**src/rtl/dwx_pkg.sv**
```systemverilog
package dwx_pkg;

  localparam logic [63:0] CMP_FIELD   = 64'h0000_0000_FFF0_0000;
  localparam logic [63:0] CTRL_RESET  = 64'h0000_0021_0010_0000;
  localparam logic [63:0] DIRECT_LOW  = 64'h0000_0000_000F_FFFF;
  localparam logic [63:0] SG_PAGE_SEL = 64'h0000_0000_000F_E000;
  localparam logic [63:0] SG_OFFSET   = 64'h0000_0000_0000_1FFF;

  typedef enum logic [2:0] {
    ST_IDLE, ST_EVAL, ST_PTE_REQ, ST_PTE_WAIT, ST_RESP
  } xl_state_e;

  function automatic logic [63:0] clip_pa(input logic [63:0] x, input int pa_w);
    logic [63:0] keep;
    keep = (64'h1 << pa_w) - 64'h1;
    return x & keep;
  endfunction

  function automatic logic [63:0] cmp_mask(input logic [63:0] m);
    return ~m & CMP_FIELD;
  endfunction

  function automatic logic [63:0] direct_xlate(input logic [63:0] tba,
                                               input logic [63:0] m,
                                               input logic [63:0] bus,
                                               input int pa_w);
    logic [63:0] k;
    k = (m & CMP_FIELD) | DIRECT_LOW;
    return clip_pa((tba & ~k) | (bus & k), pa_w);
  endfunction

  function automatic logic [63:0] pte_addr(input logic [63:0] tba,
                                           input logic [63:0] m,
                                           input logic [63:0] bus);
    logic [63:0] w;
    w = m & CMP_FIELD;
    return (tba & ~((w >> 10) | 64'h3FF)) | ((bus & (w | SG_PAGE_SEL)) >> 10);
  endfunction

  function automatic logic [63:0] sg_xlate(input logic [63:0] pte,
                                           input logic [63:0] bus,
                                           input int pa_w);
    return clip_pa(((pte & ~64'h1) << 12) | (bus & SG_OFFSET), pa_w);
  endfunction

endpackage

```
**src/rtl/dwx_csr.sv**
```systemverilog
module dwx_csr import dwx_pkg::*; #(
  parameter int NUM_WIN = 4,
  parameter int IDX_W   = 6,
  localparam int OFF_W  = IDX_W + 6
) (
  input  logic                        clk,
  input  logic                        rst,
  input  logic                        csr_valid,
  input  logic                        csr_we,
  input  logic [OFF_W-1:0]            csr_addr,
  input  logic [63:0]                 csr_wdata,
  output logic                        csr_ack,
  output logic [63:0]                 csr_rdata,
  output logic                        csr_err,
  output logic [NUM_WIN-1:0][63:0]    win_base,
  output logic [NUM_WIN-1:0][63:0]    win_mask,
  output logic [NUM_WIN-1:0][63:0]    win_tba
);

  localparam int IX_MASK = NUM_WIN;
  localparam int IX_TBA  = 2 * NUM_WIN;
  localparam int IX_CTRL = 3 * NUM_WIN;
  localparam int IX_ERR  = IX_CTRL + 1;
  localparam int IX_INV  = IX_CTRL + 2;

  logic [NUM_WIN-1:0][63:0] base_q, mask_q, tba_q;
  logic [63:0]              ctrl_q;
  logic [IDX_W-1:0]         idx;
  int                       idx_i;
  logic                     known;
  logic                     zero_reg;
  logic                     zero_q;
  logic [63:0]              rd_val;

  assign idx   = csr_addr[OFF_W-1:6];
  assign idx_i = int'(idx);

  always_comb begin
    known    = 1'b0;
    zero_reg = 1'b0;
    rd_val   = '0;
    for (int i = 0; i < NUM_WIN; i++) begin
      if (idx_i == i)           begin known = 1'b1; rd_val = base_q[i]; end
      if (idx_i == IX_MASK + i) begin known = 1'b1; rd_val = mask_q[i]; end
      if (idx_i == IX_TBA + i)  begin known = 1'b1; rd_val = tba_q[i];  end
    end
    if (idx_i == IX_CTRL) begin known = 1'b1; rd_val = ctrl_q; end
    if (idx_i == IX_ERR || idx_i == IX_INV) begin
      known    = 1'b1;
      zero_reg = 1'b1;
    end
  end

  always_ff @(posedge clk) begin
    if (rst) begin
      base_q    <= '0;
      mask_q    <= '0;
      tba_q     <= '0;
      ctrl_q    <= CTRL_RESET;
      csr_ack   <= 1'b0;
      csr_rdata <= '0;
      csr_err   <= 1'b0;
      zero_q    <= 1'b0;
    end else begin
      csr_ack <= csr_valid;
      if (csr_valid) begin
        csr_err   <= !known;
        csr_rdata <= rd_val;
        zero_q    <= zero_reg;
        if (csr_we) begin
          for (int i = 0; i < NUM_WIN; i++) begin
            if (idx_i == i)           base_q[i] <= csr_wdata;
            if (idx_i == IX_MASK + i) mask_q[i] <= csr_wdata;
            if (idx_i == IX_TBA + i)  tba_q[i]  <= csr_wdata;
          end
          if (idx_i == IX_CTRL) ctrl_q <= csr_wdata;
        end
      end
    end
  end

  assign win_base = base_q;
  assign win_mask = mask_q;
  assign win_tba  = tba_q;

  // every access is acknowledged in the following cycle
  a_r2_ack_next: assert property (@(posedge clk) disable iff (rst)
    csr_valid |=> csr_ack);
  // an unimplemented index carries no data
  a_r4_err_no_data: assert property (@(posedge clk) disable iff (rst)
    csr_ack && csr_err |-> csr_rdata == 64'h0);
  // status and invalidate registers read as zero
  a_r3_zero_read: assert property (@(posedge clk) disable iff (rst)
    csr_ack && zero_q |-> csr_rdata == 64'h0 && !csr_err);

endmodule

```
**src/rtl/dwx_win_match.sv**
```systemverilog
module dwx_win_match import dwx_pkg::*; #(
  parameter int NUM_WIN = 4
) (
  input  logic                     clk,
  input  logic                     rst,
  input  logic [63:0]              bus_addr,
  input  logic [NUM_WIN-1:0][63:0] win_base,
  input  logic [NUM_WIN-1:0][63:0] win_mask,
  input  logic [NUM_WIN-1:0][63:0] win_tba,
  output logic                     hit,
  output logic                     hit_sg,
  output logic [63:0]              hit_mask,
  output logic [63:0]              hit_tba
);

  logic [NUM_WIN-1:0] cand;
  logic [NUM_WIN-1:0] grant;

  for (genvar g = 0; g < NUM_WIN; g++) begin : g_win
    logic [63:0] m;
    assign m       = cmp_mask(win_mask[g]);
    assign cand[g] = win_base[g][0] && ((bus_addr & m) == (win_base[g] & m));
  end

  always_comb begin
    grant    = '0;
    hit_sg   = 1'b0;
    hit_mask = '0;
    hit_tba  = '0;
    for (int i = NUM_WIN - 1; i >= 0; i--) begin
      if (cand[i]) begin
        grant    = '0;
        grant[i] = 1'b1;
        hit_sg   = win_base[i][1];
        hit_mask = win_mask[i];
        hit_tba  = win_tba[i];
      end
    end
  end

  assign hit = |grant;

  // at most one window claims an address
  a_r7_one_winner: assert property (@(posedge clk) disable iff (rst)
    $onehot0(grant));
  // the grant never lands on a disabled window
  a_r6_enabled_only: assert property (@(posedge clk) disable iff (rst)
    (grant & ~cand) == '0);

endmodule

```
**src/rtl/dwx_xlate_fsm.sv**
```systemverilog
module dwx_xlate_fsm import dwx_pkg::*; #(
  parameter int PA_W = 34
) (
  input  logic        clk,
  input  logic        rst,
  input  logic        xl_req_valid,
  output logic        xl_req_ready,
  input  logic [63:0] xl_req_addr,
  output logic        xl_rsp_valid,
  input  logic        xl_rsp_ready,
  output logic [63:0] xl_rsp_addr,
  output logic        pte_req_valid,
  input  logic        pte_req_ready,
  output logic [63:0] pte_req_addr,
  input  logic        pte_rsp_valid,
  input  logic [63:0] pte_rsp_data,
  output logic [63:0] bus_q,
  input  logic        hit,
  input  logic        hit_sg,
  input  logic [63:0] hit_mask,
  input  logic [63:0] hit_tba
);

  xl_state_e   state_q;
  logic [63:0] result_q;
  logic [63:0] paddr_q;
  logic        hit_q;
  logic        accept;
  logic        pte_fire;

  assign accept   = xl_req_valid && state_q == ST_IDLE;
  assign pte_fire = pte_req_valid && pte_req_ready;

  always_ff @(posedge clk) begin
    if (rst) begin
      state_q  <= ST_IDLE;
      bus_q    <= '0;
      result_q <= '0;
      paddr_q  <= '0;
      hit_q    <= 1'b0;
    end else begin
      case (state_q)
        ST_IDLE: if (accept) begin
          bus_q   <= xl_req_addr;
          state_q <= ST_EVAL;
        end
        ST_EVAL: begin
          hit_q <= hit;
          if (!hit) begin
            result_q <= bus_q;
            state_q  <= ST_RESP;
          end else if (!hit_sg) begin
            result_q <= direct_xlate(hit_tba, hit_mask, bus_q, PA_W);
            state_q  <= ST_RESP;
          end else begin
            paddr_q <= pte_addr(hit_tba, hit_mask, bus_q);
            state_q <= ST_PTE_REQ;
          end
        end
        ST_PTE_REQ: if (pte_fire) state_q <= ST_PTE_WAIT;
        ST_PTE_WAIT: if (pte_rsp_valid) begin
          result_q <= sg_xlate(pte_rsp_data, bus_q, PA_W);
          state_q  <= ST_RESP;
        end
        ST_RESP: if (xl_rsp_ready) state_q <= ST_IDLE;
        default: state_q <= ST_IDLE;
      endcase
    end
  end

  assign xl_req_ready  = state_q == ST_IDLE;
  assign xl_rsp_valid  = state_q == ST_RESP;
  assign xl_rsp_addr   = result_q;
  assign pte_req_valid = state_q == ST_PTE_REQ;
  assign pte_req_addr  = paddr_q;

  // response held until taken
  a_r12_rsp_hold: assert property (@(posedge clk) disable iff (rst)
    xl_rsp_valid && !xl_rsp_ready |=> xl_rsp_valid && $stable(xl_rsp_addr));
  // no new request while one is in flight
  a_r12_single: assert property (@(posedge clk) disable iff (rst)
    !(xl_req_ready && (xl_rsp_valid || pte_req_valid)));
  // page-entry read held until accepted
  a_r9_pte_hold: assert property (@(posedge clk) disable iff (rst)
    pte_req_valid && !pte_req_ready |=> pte_req_valid && $stable(pte_req_addr));
  // translated results stay within the physical width
  a_r11_clip: assert property (@(posedge clk) disable iff (rst)
    xl_rsp_valid && hit_q |-> (xl_rsp_addr >> PA_W) == 64'h0);
  // a miss passes the bus address through
  a_r7_passthru: assert property (@(posedge clk) disable iff (rst)
    xl_rsp_valid && !hit_q |-> xl_rsp_addr == bus_q);

endmodule

```
**src/rtl/dma_win_xlate.sv**
```systemverilog
module dma_win_xlate import dwx_pkg::*; #(
  parameter int NUM_WIN = 4,
  parameter int PA_W    = 34,
  parameter int IDX_W   = 6,
  localparam int OFF_W  = IDX_W + 6
) (
  input  logic             clk,
  input  logic             rst,
  input  logic             csr_valid,
  input  logic             csr_we,
  input  logic [OFF_W-1:0] csr_addr,
  input  logic [63:0]      csr_wdata,
  output logic             csr_ack,
  output logic [63:0]      csr_rdata,
  output logic             csr_err,
  input  logic             xl_req_valid,
  output logic             xl_req_ready,
  input  logic [63:0]      xl_req_addr,
  output logic             xl_rsp_valid,
  input  logic             xl_rsp_ready,
  output logic [63:0]      xl_rsp_addr,
  output logic             pte_req_valid,
  input  logic             pte_req_ready,
  output logic [63:0]      pte_req_addr,
  input  logic             pte_rsp_valid,
  input  logic [63:0]      pte_rsp_data
);

  logic [NUM_WIN-1:0][63:0] win_base, win_mask, win_tba;
  logic [63:0] bus_q;
  logic        hit, hit_sg;
  logic [63:0] hit_mask, hit_tba;

  dwx_csr #(.NUM_WIN(NUM_WIN), .IDX_W(IDX_W)) u_csr (
    .clk(clk), .rst(rst),
    .csr_valid(csr_valid), .csr_we(csr_we), .csr_addr(csr_addr),
    .csr_wdata(csr_wdata), .csr_ack(csr_ack), .csr_rdata(csr_rdata),
    .csr_err(csr_err),
    .win_base(win_base), .win_mask(win_mask), .win_tba(win_tba)
  );

  dwx_win_match #(.NUM_WIN(NUM_WIN)) u_match (
    .clk(clk), .rst(rst), .bus_addr(bus_q),
    .win_base(win_base), .win_mask(win_mask), .win_tba(win_tba),
    .hit(hit), .hit_sg(hit_sg), .hit_mask(hit_mask), .hit_tba(hit_tba)
  );

  dwx_xlate_fsm #(.PA_W(PA_W)) u_fsm (
    .clk(clk), .rst(rst),
    .xl_req_valid(xl_req_valid), .xl_req_ready(xl_req_ready),
    .xl_req_addr(xl_req_addr),
    .xl_rsp_valid(xl_rsp_valid), .xl_rsp_ready(xl_rsp_ready),
    .xl_rsp_addr(xl_rsp_addr),
    .pte_req_valid(pte_req_valid), .pte_req_ready(pte_req_ready),
    .pte_req_addr(pte_req_addr),
    .pte_rsp_valid(pte_rsp_valid), .pte_rsp_data(pte_rsp_data),
    .bus_q(bus_q), .hit(hit), .hit_sg(hit_sg),
    .hit_mask(hit_mask), .hit_tba(hit_tba)
  );

endmodule

```
**config.mk**
```make
export PLATFORM = sky130hd
export DESIGN_NAME = dma_win_xlate
export DESIGN_NICKNAME = d
export VERILOG_FILES = /design/src/rtl/dwx_pkg.sv /design/src/rtl/dwx_csr.sv /design/src/rtl/dwx_win_match.sv /design/src/rtl/dwx_xlate_fsm.sv /design/src/rtl/dma_win_xlate.sv
export SDC_FILE = /design/constraint.sdc
export NUM_CORES = 2
export LEC_CHECK = 0
export BUFFER_PORTS_ARGS = -buffer_cell sky130_fd_sc_hd__buf_4
export CORE_ASPECT_RATIO = 1.1
export CORE_MARGIN = 5
export CORE_UTILIZATION = 40
export DETAILED_ROUTE_END_ITERATION = 6
export HOLD_SLACK_MARGIN = 0.05
export SLEW_MARGIN = 0
export SYNTH_ARGS = -nofsm -noshare
export SYNTH_HDL_FRONTEND = slang
export SYNTH_SLANG_ARGS = --single-unit
```
**constraint.sdc**
```tcl
create_clock -name clk -period 3.5 [get_ports clk]
set_clock_uncertainty 0.15 [all_clocks]
set_input_delay 0.175 -clock clk [delete_from_list [all_inputs] [get_ports clk]]
set_output_delay 0.175 -clock clk [all_outputs]
set_load 0.01 [all_outputs]
```
== After elaboration in Yosys (flattened, before gate mapping) ==
Index checks and enable logic that the tools add are counted.
Word-level totals
  logic and storage cells: 151
  input port bits: 212
  bits in registers: 1093
Cells by class
  bitwise operators: 21
  muxes and demuxes: 54
  eq/ne operators: 27
  reduce and logical (&&, ||, !) cells: 29
Operator list (count)
  64-bit 2-to-1 mux: 20
  64-bit by 32-bit bitwise AND with 64-bit output: 9
  64-bit == test: 4
  32-bit 2-to-1 mux: 4
  32-bit inverter: 4
  64-bit case mux with 2 select lines: 1
  64-bit bitwise AND: 1
  22-bit inverter with 64-bit output: 1
  64-bit by 54-bit OR with 64-bit output: 1
  3-bit AND reduction: 15
  6-bit by 5-bit == test with 1-bit output (second input constant): 7
  34-bit by 32-bit bitwise AND with 34-bit output: 1
  34-bit bitwise AND: 1
  32-bit inverter with 34-bit output: 1
  34-bit by 13-bit OR with 34-bit output: 1
  34-bit OR: 1
  32-bit zero test: 1
  6-bit by 4-bit == test with 1-bit output (second input constant): 4
  1-bit 2-to-1 mux: 18
  3-bit 2-to-1 mux: 6
  4-bit 2-to-1 mux: 4
  3-bit case mux with 5 select lines: 1
  6-bit by 3-bit == test with 1-bit output (second input constant): 2
  3-bit by 2-bit == test with 1-bit output (second input constant): 2
  other kinds (14): 21

== Depth between registers and ports, before layout ==
  depth in word-level cells: 16
  depth in mapped cells: 13

== Modules after synthesis ==
A second synthesis with hierarchy kept.
Second synthesis, totals
  cell total of the unflattened synthesis: 6800
  area, all modules: 50561.0 um^2
By module, submodules not included
  dwx_csr: area each 36855.3 um^2, instances 1, cells each 4965, sequential area each 17977.2 um^2
  dwx_xlate_fsm: area each 8145.3 um^2, instances 1, cells each 980, sequential area each 3843.7 um^2
  dwx_win_match: area each 5560.3 um^2, instances 1, cells each 855, sequential area each 0.0 um^2

== Worst setup path before layout ==
OpenSTA, ideal clock, no wires.
  kind: flip-flop to flip-flop
  start: reg u_fsm.bus_q[24]
  end: reg u_fsm.result_q[22] (netlist: u_fsm.xl_rsp_addr[22])
  data arrival time: 2.698 ns
  slack: 0.582 ns
  library setup time: 0.070 ns
  stages on the path, launching flop included: 13
  buffers on the path: 3
  cell sequence: dfxtp_1 > clkbuf_1 > xnor2_1 > o22ai_1 > nor4_1 > and3_1 > buf_2 > clkbuf_1 > nand3_1 > a311o_1 > o211ai_1 > o211ai_1 > a21oi_1
Between the ends
  cells in the longest elaborated chain, start to end: 13
Ends and longest elaborated chain
  start, declared: line dwx_xlate_fsm.sv:17  | output logic [63:0] bus_q,
  start signal, assigned: line dwx_xlate_fsm.sv:44  | bus_q <= xl_req_addr;
  64-bit by 32-bit bitwise AND with 64-bit output: line dwx_win_match.sv:22  | assign cand[g] = win_base[g][0] && ((bus_addr & m) == (win_base[g] & m));
  64-bit == test: line dwx_win_match.sv:22
  1-bit logical AND: line dwx_win_match.sv:22
  32-bit 2-to-1 mux (4 in a row): line dwx_win_match.sv:31  | if (cand[i]) begin
  32-bit inverter with 34-bit output: line dwx_pkg.sv:29  | return clip_pa((tba & ~k) | (bus & k), pa_w);
  34-bit bitwise AND: line dwx_pkg.sv:29
  34-bit OR: line dwx_pkg.sv:29
  64-bit 2-to-1 mux: line dwx_xlate_fsm.sv:52  | end else if (!hit_sg) begin
  64-bit 2-to-1 mux: line dwx_xlate_fsm.sv:49  | if (!hit) begin
  64-bit case mux with 2 select lines: line dwx_xlate_fsm.sv:42  | case (state_q)
  end signal, assigned: line dwx_xlate_fsm.sv:50  | result_q <= bus_q;
  end signal, assigned: line dwx_xlate_fsm.sv:53  | result_q <= direct_xlate(hit_tba, hit_mask, bus_q, PA_W);
  end signal, assigned: line dwx_xlate_fsm.sv:62  | result_q <= sg_xlate(pte_rsp_data, bus_q, PA_W);
  end, declared: line dwx_xlate_fsm.sv:25  | logic [63:0] result_q;
Parallel ways exist; a longest one is shown, timed or not. The select of a mux whose other input is x is not followed.
A chain may end at the register's enable or synchronous reset.

== Worst setup path after layout ==
  start: reg u_csr.base_q (netlist bit u_csr.win_base[215])
  end: reg u_fsm.paddr_q[21] (netlist: u_fsm.pte_req_addr[21])
Between the ends
  cells in the longest elaborated chain, start to end: 10
Ends and longest elaborated chain
  start, declared: line dwx_csr.sv:26  | logic [NUM_WIN-1:0][63:0] base_q, mask_q, tba_q;
  start signal, assigned by index: line dwx_csr.sv:72  | if (idx_i == i) base_q[i] <= csr_wdata;
  64-bit by 32-bit bitwise AND with 64-bit output *: line dwx_win_match.sv:22
  64-bit == test *: line dwx_win_match.sv:22
  1-bit logical AND *: line dwx_win_match.sv:22
  32-bit 2-to-1 mux (4 in a row): line dwx_win_match.sv:31
  22-bit inverter with 64-bit output: line dwx_pkg.sv:37  | return (tba & ~((w >> 10) | 64'h3FF)) | ((bus & (w | SG_PAGE_SEL)) >> 10);
  64-bit bitwise AND: line dwx_pkg.sv:37
  64-bit by 54-bit OR with 64-bit output: line dwx_pkg.sv:37
  end signal, assigned: line dwx_xlate_fsm.sv:56  | paddr_q <= pte_addr(hit_tba, hit_mask, bus_q);
  end, declared: line dwx_xlate_fsm.sv:26  | logic [63:0] paddr_q;
Mark *: on every way between the ends. The rest lies on a longest branch, timed or not.

==> impl_metrics.tcl <==
set metrics [dict create \
    grt_start_max_net_pins 193 \
    nNetsFinal 6570 \
    pwr-share-seq_pct 47.6 \
    synth.most_common_cell "nand2_1" \
    fillers 10886 \
    reg2reg_slack_ns 0.08 \
    synthToLayoutAreaGrowth_pct 23.72 \
    core_region_area_um2 112800 \
    critPathLaunchType "flop" \
    ys.flop_type "dfxtp_1" \
    finalSetupTns_ns 0 \
    p_sw_w 0.006538 \
    yosys_warnings 0 \
    detail-route-antenna-nets 0 \
    clock_sinks 1090 \
    syn_inst 6019 \
    ios 409 \
    seqCellArea_um2 21820 \
    num_vias 48107 \
    cp-end-kind "flop" \
    avgViaCountPerCell 6.044 \
    layout-drive-gt1-share_pct 13.26 \
    grt_setup_unrepaired "no" \
    drcViolationCount 3 \
    async_flop_share_pct 0 \
    cts_max_level 3 \
    synth_edf_count 0 \
    use_met2_pct 51.38 \
    max_freq_mhz 292.3 \
    clockRootBuffer "clkbuf_16" \
    grt_pass1_vias 44642 \
    violations "design-rule violations" \
    hpwl_um 125400 \
    internal_power_w 0.02006 \
    clk_latency_ns 0.73 \
    postPlaceCellArea_um2 50730 \
    holdWs_ns 0.1159 \
    ys_seq_area_share_pct 47.92 \
    worst_pin_slew_ns 1.046 \
    cp_data_required_time_ns 4.01 \
    synthTopCellsByCount "1998 x nand2_1, 1090 x dfxtp_1, 1027 x a21oi_1, 514 x clkbuf_1, 302 x nor2_1" \
    cts_inserted_buffers 111 \
    track_usage_pct 33.06 \
    power.ir.vdd_worst_v 0.0003668 \
    ys_types 66 \
    path_clk_slew_ns 0.06 \
    die-area_um2 120700 \
    design_area_um2 56340 \
    layoutNonFillerInstCount 7960 \
    fp.dieW_um 331.7 \
    dr.pass1.iters 7 \
    outcome "finished with violations" \
    io_buffers 356 \
    use_met3_pct 7.198 \
    synth_area_um2 45530 \
    slew_headroom_pct 30.28 \
    die_y_um 363.9 \
    combPwrFrac_pct 7.3 \
    gr-max-usage-layer "met2" \
    drt-total-wl_um 211900 \
    worstSetupPathType "reg -> reg" \
    cts_buffer_depth 3 \
    p_clk_share_pct 45.1 \
    antenna_found_initial 7 \
    placedCellCount 7558 \
    start_util_pct 40.36 \
    gr-total-overflow 0 \
    ys_ff_latch 1090 \
    report.final.slew_viol_count 0 \
    path_max_fanout 18 \
    routedWlPerCell_um 26.62 \
    fin_util_pct 49.94 \
    synth_top_area_share_pct 47.92 \
    leakagePower_nw 19.41 \
    multiInputGateArea_um2 21840 \
    grt_use_met1_pct 43.29 \
    synthTopCellsByArea "dfxtp_1 48%, nand2_1 16%, a21oi_1 11%" \
    switching_share_pct 24.58 \
    setup_viol 0 \
    hold_path.class "in -> reg" \
    finalCritPeriodShare_pct 97.76 \
    gp_congestion 0.9666 \
    maxCapViolCount 0 \
    grt_pass1_wl_um 304300 \
    min_period_ns 3.422 \
    avgSynthCellArea_um2 7.565 \
    drt-initial-drc-count 7015 \
    power_density_nw_per_um2 472.2 \
    cts_tree "yes" \
    hold_violations 0 \
    core.rowCount 129 \
    synth.largest_area_cell "dfxtp_1" \
    worstPathArrival_ns 3.94 \
]
[cell type report]
type | instances | area share [%]
Antenna cell | 7 | 0.03109
Clock buffer | 175 | 5.983
Clock inverter | 27 | 0.4264
Inverter | 14 | 0.09328
Multi-Input combinational cell | 4349 | 38.77
Sequential cell | 1090 | 38.73
Tap cell | 1506 | 3.345
Timing Repair Buffer | 792 | 12.62
[per-stage QoR]
step / total power [W] / setup WS (ns)
finish: 0.02660 / 0.07844
detailed placement: 0.01462 / -0.05759
global placement: 0.01461 / 0.02121
CTS: 0.02666 / 0.02111
global route: 0.02732 / 0.01130
floorplan: 0.01378 / 0.5817
[worst paths after layout]
path / endpoint / cells after the start / from
max: u_fsm.pte_req_addr[21] / 11 / u_csr.win_base[215]
min: u_fsm.bus_q[38] / 4 / xl_req_addr[38]
max reg2reg: u_fsm.pte_req_addr[21] / 11 / u_csr.win_base[215]
min reg2reg: u_fsm.xl_rsp_addr[9] / 2 / u_fsm.bus_q[9]
[worst max-delay path: stages, from the launching register on]
cell and delay, ns:
dfxtp_1 0.39, xnor2_1 0.14, o22ai_1 0.15, or4_4 0.59, a311oi_4 0.31, buf_4 0.18, buf_4 0.30, nand3_1 0.12
a311o_1 0.32, buf_4 0.18, a21oi_1 0.38, o21a_1 0.16
[cell families after synthesis]
| logic type | share of synthesized area [%] |
|---|---|
| multiplexers | 0.7996 |
| AO/OA/AOI/OAI | 24.22 |
| XOR/XNOR | 0.9232 |
| buffers and inverters | 4.921 |
| flip-flops | 47.92 |
| AND/OR/NAND/NOR | 21.20 |
| other | 0.008235 |
[state kept, by name, summed over array words and instances, names as in the netlist, 61 cells and up]
name                count
u_csr.ctrl_q           64
u_fsm.pte_req_addr     61
u_fsm.xl_rsp_addr      64
u_csr.win_base        256
u_csr.win_mask        256
u_fsm.bus_q            64
u_csr.csr_rdata        64
u_csr.win_tba         256
[layout by cell type (no fill, tap or decap), types with 24 or more instances in the layout]
master / instances
a21oi_1: 1027
clkbuf_8: 31
dlygate4sd3_1: 191
nor2_1: 279
o22ai_1: 40
clkbuf_16: 113
a211oi_1: 78
a22oi_1: 80
o21ai_0: 117
nand3_1: 38
nand2_1: 1980
buf_12: 53
clkbuf_1: 31
xnor2_1: 47
a31oi_1: 62
a221o_1: 42
nor3_1: 51
dfxtp_1: 1090
buf_4: 545
mux2i_1: 24
o221ai_1: 44
a221oi_1: 98
a222oi_1: 67
[routing by layer]
layer  vias up  share of wire, %
met2      3125                44
met1     22888                39
met4         4               6.1
met5         -             0.011
met3       683                11
li1      21407                 -
[power groups by stage]
| stage | Sequential, W | Clock, W | Combinational [W] |
|---|---|---|---|
| final | 0.0127 | 0.0120 | 0.00193 |
| after global routing | 0.0127 | 0.0126 | 0.00203 |
| after CTS | 0.0127 | 0.0121 | 0.00188 |
| after detailed placement | 0.0129 | 0 | 0.00168 |
| after global placement | 0.0129 | 0 | 0.00167 |
| after floorplan | 0.0129 | 0 | 0.000854 |
[timing repair]
| action | CTS | global route |
|---|---|---|
| hold buffers | 190 | 1 |
| pin swaps | 1 | 1 |
| endpoints found under the hold margin | 932 | 11 |
| gates resized for setup | 1 | 11 |
| buffers inserted | 2 | 0 |
| cloned | 0 | 0 |
| endpoints found under the setup margin | 10 | 10 |
No activity file was read; power rests on OpenSTA's default activity.
